--- src/rtl/bsr_pkg.sv ---
package bsr_pkg;

  // Action selected for one clock edge.
  typedef enum logic [1:0] {
    ACT_CLEAR = 2'd0,
    ACT_LOAD  = 2'd1,
    ACT_LEFT  = 2'd2,
    ACT_RIGHT = 2'd3
  } bsr_act_e;

  // Priority decode: clear, then load, then a shift in the chosen direction.
  function automatic bsr_act_e pick_action(input logic clr, input logic ld,
                                           input logic left);
    if (clr)       return ACT_CLEAR;
    else if (ld)   return ACT_LOAD;
    else if (left) return ACT_LEFT;
    else           return ACT_RIGHT;
  endfunction

  // One-hot view of an action, ordered {right, left, load, clear}.
  function automatic logic [3:0] act_to_mask(input bsr_act_e a);
    return 4'b0001 << a;
  endfunction

endpackage

--- src/rtl/bsr_ctrl.sv ---
module bsr_ctrl
  import bsr_pkg::*;
(
  input  logic       clk,
  input  logic       sync_clr,
  input  logic       load_en,
  input  logic       go_left,
  output bsr_act_e   act,
  output logic [3:0] act_mask
);

  always_comb begin
    act      = pick_action(sync_clr, load_en, go_left);
    act_mask = act_to_mask(act);
  end

  // exactly one action is chosen at every edge
  a_r6_one_action: assert property (@(posedge clk) disable iff (sync_clr)
    $countones(act_mask) == 1);

  // a clear request always wins, even over load
  a_r2_clear_wins: assert property (@(posedge clk)
    sync_clr |-> act_mask[0] && !act_mask[1]);

endmodule

--- src/rtl/bsr_next.sv ---
module bsr_next #(
  parameter int W = 4
) (
  input  logic [3:0]   act_mask,
  input  logic [W-1:0] cur,
  input  logic [W-1:0] par_in,
  input  logic         ser_in,
  output logic [W-1:0] nxt
);

  localparam int TOP = W - 1;

  // Per-bit selection: each bit picks among zero, its parallel bit,
  // its lower neighbour (left shift) or its upper neighbour (right shift).
  for (genvar i = 0; i < W; i++) begin : g_bit
    logic from_below;
    logic from_above;
    if (i == 0) begin : g_lsb
      assign from_below = ser_in;
    end else begin : g_mid_lo
      assign from_below = cur[i-1];
    end
    if (i == TOP) begin : g_msb
      assign from_above = ser_in;
    end else begin : g_mid_hi
      assign from_above = cur[i+1];
    end
    always_comb begin
      unique case (1'b1)
        act_mask[1]: nxt[i] = par_in[i];
        act_mask[2]: nxt[i] = from_below;
        act_mask[3]: nxt[i] = from_above;
        default:     nxt[i] = 1'b0;
      endcase
    end
  end

endmodule

--- src/rtl/bidir_shift_reg.sv ---
module bidir_shift_reg
  import bsr_pkg::*;
#(
  parameter int W = 4
) (
  input  logic         clk,
  input  logic         sync_clr,
  input  logic         load_en,
  input  logic [W-1:0] par_in,
  input  logic         ser_in,
  input  logic         go_left,
  output logic [W-1:0] q_out
);

  localparam logic [W-1:0] ZERO = '0;

  bsr_act_e       act;
  logic [3:0]     act_mask;
  logic [W-1:0]   state_q;
  logic [W-1:0]   state_d;

  bsr_ctrl u_ctrl (
    .clk      (clk),
    .sync_clr (sync_clr),
    .load_en  (load_en),
    .go_left  (go_left),
    .act      (act),
    .act_mask (act_mask)
  );

  bsr_next #(.W(W)) u_next (
    .act_mask (act_mask),
    .cur      (state_q),
    .par_in   (par_in),
    .ser_in   (ser_in),
    .nxt      (state_d)
  );

  // all state lives in one W-bit register updated only at the edge
  always_ff @(posedge clk) begin
    state_q <= state_d;
  end

  assign q_out = state_q;

  // clear yields zero at the next edge
  a_r2_clear: assert property (@(posedge clk)
    sync_clr |=> q_out == ZERO);

  // load captures the parallel word
  a_r3_load: assert property (@(posedge clk) disable iff (sync_clr)
    load_en |=> q_out == $past(par_in));

  // left shift brings the serial bit into bit 0
  a_r4_left: assert property (@(posedge clk) disable iff (sync_clr)
    (!load_en && go_left) |=>
      q_out == {$past(q_out[W-2:0]), $past(ser_in)});

  // right shift brings the serial bit into the top bit
  a_r5_right: assert property (@(posedge clk) disable iff (sync_clr)
    (!load_en && !go_left) |=>
      q_out == {$past(ser_in), $past(q_out[W-1:1])});

  // the decoded action is consistent with the priority inputs
  a_r6_act_sel: assert property (@(posedge clk) disable iff (sync_clr)
    (!load_en) |-> (act == ACT_LEFT || act == ACT_RIGHT));

endmodule

--- config.mk ---
export PLATFORM = sky130hd
export DESIGN_NAME = bidir_shift_reg
export DESIGN_NICKNAME = d
export VERILOG_FILES = /design/src/rtl/bsr_pkg.sv /design/src/rtl/bsr_ctrl.sv /design/src/rtl/bsr_next.sv /design/src/rtl/bidir_shift_reg.sv
export SDC_FILE = /design/constraint.sdc
export NUM_CORES = 1
export LEC_CHECK = 0
export CAP_MARGIN = 20
export CORE_AREA = 5 5 42 44
export DETAILED_ROUTE_END_ITERATION = 16
export DIE_AREA = 0 0 47 49
export GPL_TIMING_DRIVEN = 0
export PLACE_DENSITY = 0.35
export SYNTH_ARGS = -nofsm -noshare
export SYNTH_HDL_FRONTEND = slang
export SYNTH_SLANG_ARGS = --single-unit
--- constraint.sdc ---
create_clock -name clk -period 1 [get_ports clk]
set_clock_uncertainty 0.2 [all_clocks]
set_input_delay 0.2 -clock clk [delete_from_list [all_inputs] [get_ports clk]]
set_output_delay 0.2 -clock clk [all_outputs]
set_load 0.05 [all_outputs]
# After elaboration in Yosys (flattened, before gate mapping)
# Cells that the tools add are included.
[op_classes]
shifts = 1
muxes = 7
[op_table]
columns = ["operator", "count"]
rows = [
  ["$pmux W1 S3", 4],
  ["$mux W2", 2],
  ["$shl A1 B2 Y4 const A", 1],
  ["$mux W1", 1],
]
[word_totals]
inputBits = 9
regBits = 4
wordCells = 9
out_inout_bits = 4

# Depth between registers and ports, before layout
[depth]
depth_word = 5
depth_mapped = 3
mapped_depth_nobuf = 2

# Modules after synthesis
# A second synthesis with hierarchy kept.
[unflattened]
cells_unflattened = 19
hier_area_um2 = 168.9
[by_module_without_submodules]
columns = ["mod", "area_each_um2", "instances", "cells_per_inst"]
rows = [
  ["bidir_shift_reg", 80.1, 1, 4],
  ["bsr_next", 55.1, 1, 8],
  ["bsr_ctrl", 33.8, 1, 7],
]

# Least setup slack after synthesis
# Ideal clock, no wire load.
[synth_timing]
kind = "reg2reg"
from = "register state_q[1], in the netlist q_out[1]"
to = "register state_q[2], in the netlist q_out[2]"
period_less_slack_ns = 1.263
stages_incl_launch_ff = 3
required_time_ns = 0.714
path_buffers = 0
slack_ns = -0.263
arrival_time_ns = 0.977
cell_sequence = "dfxtp_1 > mux2i_1 > a211oi_1"
[synth_between]
elab_chain_cells = 1
[synth_lines]
columns = ["item", "line_no", "rtl"]
rows = [
  ["start, declared", "bidir_shift_reg.sv:19", "logic [W-1:0] state_q;"],
  ["start signal, assigned", "bidir_shift_reg.sv:41", "state_q <= state_d;"],
  ["$pmux W1 S3", "bsr_next.sv:29", "unique case (1'b1)"],
  ["via state_d[2]", "bidir_shift_reg.sv:20", "logic [W-1:0] state_d;"],
]
# The timed path passes the listed nets, and every way through them passes these cells.

# Final worst setup path
[layout_timing]
from = "register state_q[2], in the netlist q_out[2]"
to = "output q_out[2]"
[layout_rtl]
columns = ["item", "line_no", "rtl"]
rows = [
  ["end, declared", "bidir_shift_reg.sv:12", "output logic [W-1:0] q_out"],
]
# No word-level cell between the ends.

==> qor.csv <==
stage,metric,value,unit
global_route,use_met3,2.583,%
status,violations,negative setup slack,
timing,timing_hold_violations_final,0,
worst_setup_path,crit_cells,1,
die,die_w,47,microns
worst_setup_path,max_stage_delay,340,ps
global_route,grt_pass1_wl,800,microns
clocking,cts_tree,built,
global_route,grt-busiest-layer,met2,
yosys,yosysTopAreaCellShare,42.11,%
clocking,clkLatencyLatePin,240,ps
die,core_area,1401,sq um
power,power.density,1351,nW/um^2
clocking,root_buffer,clkbuf_4,
global_route,grt_pass1_vias,223,
status,status,"finished, violations left",
detailed_routing,vias,199,
timing,rsz0062_at_grt,yes,
run,drv_cap,0,
yosys,yosysTopAreaCell,dfxtp_1,
global_route,grt_max_degree,6,
finish,largest_reg_flops,4,
yosys,avgSynthCellArea,10.57,sq um
timing,setup_tns,-558.2,ps
worst_setup_path,worstPathCellList,buf_8,
clocking,clockBufferDepth,2,
worst_setup_path,r2r_cells,3,
detailed_routing,viasPerCell,3.827,
finish,antennaDiodeCount,0,
power,leakagePower,0.1729,nW
worst_setup_path,start_kind,register,
clocking,cts_made_buffers,3,
worst_setup_path,critPathMaxFanout,2,
worst_setup_path,critPathArrivalTime,730,ps
worst_setup_path,critPathTopFamily,flip-flops,
finish,nNetsFinal,46,
yosys,ys_seq_elements,4,
detailed_routing,drt-wirelength-per-cell,9.942,microns
yosys,netlist_area,190.2,sq um
clocking,clk_pin_slew,40,ps
detailed_routing,dr.pass1.iters,3,
timing,relSlewSlack,88.36,%
die,boundaryPins,13,
clocking,clkSinkCount,4,
detailed_routing,drt.antenna.violating_nets,0,
yosys,synth_cells,18,
die,start_util,13.57,%
place,port_buffers,11,
hold_path,hp-class,input port to register,
timing,fin_hold_ws,133.0,ps
yosys,yosysSeqAreaShare,42.11,%
yosys,netlist_top_cells_area,"dfxtp_1 42%, mux2i_1 21%, a211oi_1 16%, nor2b_1 13%, buf_6 5.9%",
worst_setup_path,critPathKind,register to output pin,
yosys,synthesis.nets,27,
global_route,antenna_found_initial,0,
worst_setup_path,worst_setup_path_end_kind,output pin,
die,rows,14,
detailed_routing,routed_wl,517,microns
global_route,grt_use_met2,7.240,%
worst_setup_path,critical_path.n_buffers_inverters,1,
hold_path,holdPathStages,3,
die,fp.dieH,49,microns
die,dieArea,2303,sq um
yosys,synthDistinctLibCells,6,
worst_setup_path,critical_path_required,600,ps
timing,fmax,0.8889,GHz
clocking,h-tree-depth,1,
global_route,use_met1,4.835,%
timing,layout_min_cycle_time,1125,ps
detailed_routing,drc,0,
global_route,grt_usage,5.141,%
worst_setup_path,reg2reg_slack,-30,ps
yosys,yosys_warnings,0,
finish,area_growth,125.7,%
place,place_congestion,0.7131,
power,peakVddDrop,0.4216,mV
timing,final.setup.worst_slack,-125.0,ps
finish,drive_above_1_share,52.78,%
global_route,grt-ovfl-total,0,
detailed_routing,first_iter_violations,1,
timing,setup_viol,7,
timing,slew_viol_final,0,
clocking,hold_buffers,0,
timing,tightest_slew,171.1,ps
timing,layout_worst_path_cycle_share,112.5,%
worst_setup_path,slowest_stage,dfxtp_4,
[cell usage in the layout, fill, tap and decap left out]
master / count
dfxtp_4: 3
a211oi_1: 2
inv_1: 1
dlygate4sd2_1: 2
buf_6: 2
mux2i_4: 1
clkbuf_4: 3
nor2b_1: 4
mux2i_1: 2
buf_8: 4
a211oi_2: 2
clkdlybuf4s50_1: 5
buf_4: 2
dfxtp_2: 1
mux2i_2: 1
clkbuf_1: 1
[synth_stat cells]
master	n
inv_1	1
mux2i_1	4
nor2b_1	4
dfxtp_1	4
a211oi_1	4
buf_6	1
[final cells by class]
cell class              count  area (sq um)
multi-input cells          12         121.4
repair buffers             14         153.9
inverters                   1         3.754
flip-flops and latches      4         92.59
well taps                  16         20.02
fillers                   154         972.2
clock buffers               4         26.28
plain buffers               1         11.26
[worst register-to-register path, cell delays in order (launching register included)]
cell      delay (ps)
dfxtp_4          340
buf_4            130
mux2i_1          150
a211oi_1          80
[power by group]
part / leakage [nW] / internal, mW / total, mW / switching, mW
Combinational: 0.123 / 0.0937 / 0.174 / 0.0800
Clock: 0.0150 / 0.150 / 0.223 / 0.0731
Sequential: 0.0353 / 0.172 / 0.183 / 0.0110
[path summary, 6_finish.rpt]
check        endpoint  startpoint
max          q_out[2]    q_out[2]
min          q_out[0]     go_left
max reg2reg  q_out[3]    q_out[2]
min reg2reg  q_out[2]    q_out[3]
[logic make-up (layout without fill, tap and decap cells)]
kind of cell	count (synthesis)	in the layout	synth area share, %
AOI/OAI and AO/OA	4	4	15.79
buffers and inverters	2	20	7.892
DFF	4	4	42.11
muxes	4	4	21.05
and+or+nand+nor	4	4	13.16
[metal layers]
layer  share of wire [%]  wire length (microns)
met1                  33                    170
met2                  49                    251
met3                  15                     78
met4                 3.3                     17
met5                   0                      0
[stage by stage]
step | total power, mW | area (sq um) | worst slack [ps] | utilization, % | std cells
finish | 0.5798 | 429.2 | -125.0 | 30.63 | 52
CTS | 0.5729 | 402.9 | -132.4 | 28.75 | 52
detailed placement | 0.3151 | 332.8 | -531.5 | 23.75 | 45
global placement | 0.3155 | 332.8 | -528.6 | 23.75 | 45
floorplan | 0.2555 | 202.7 | -68.74 | - | 18
global route | 0.5984 | 429.2 | -139.9 | 30.63 | 52
[timing repair]
item | CTS | global route
pin swaps | 3 | 1
endpoints found under the setup margin | 8 | 8
buffers inserted | 3 | 0
gates resized for setup | 35 | 5
Note: power is estimated with default switching activity, not from simulation.
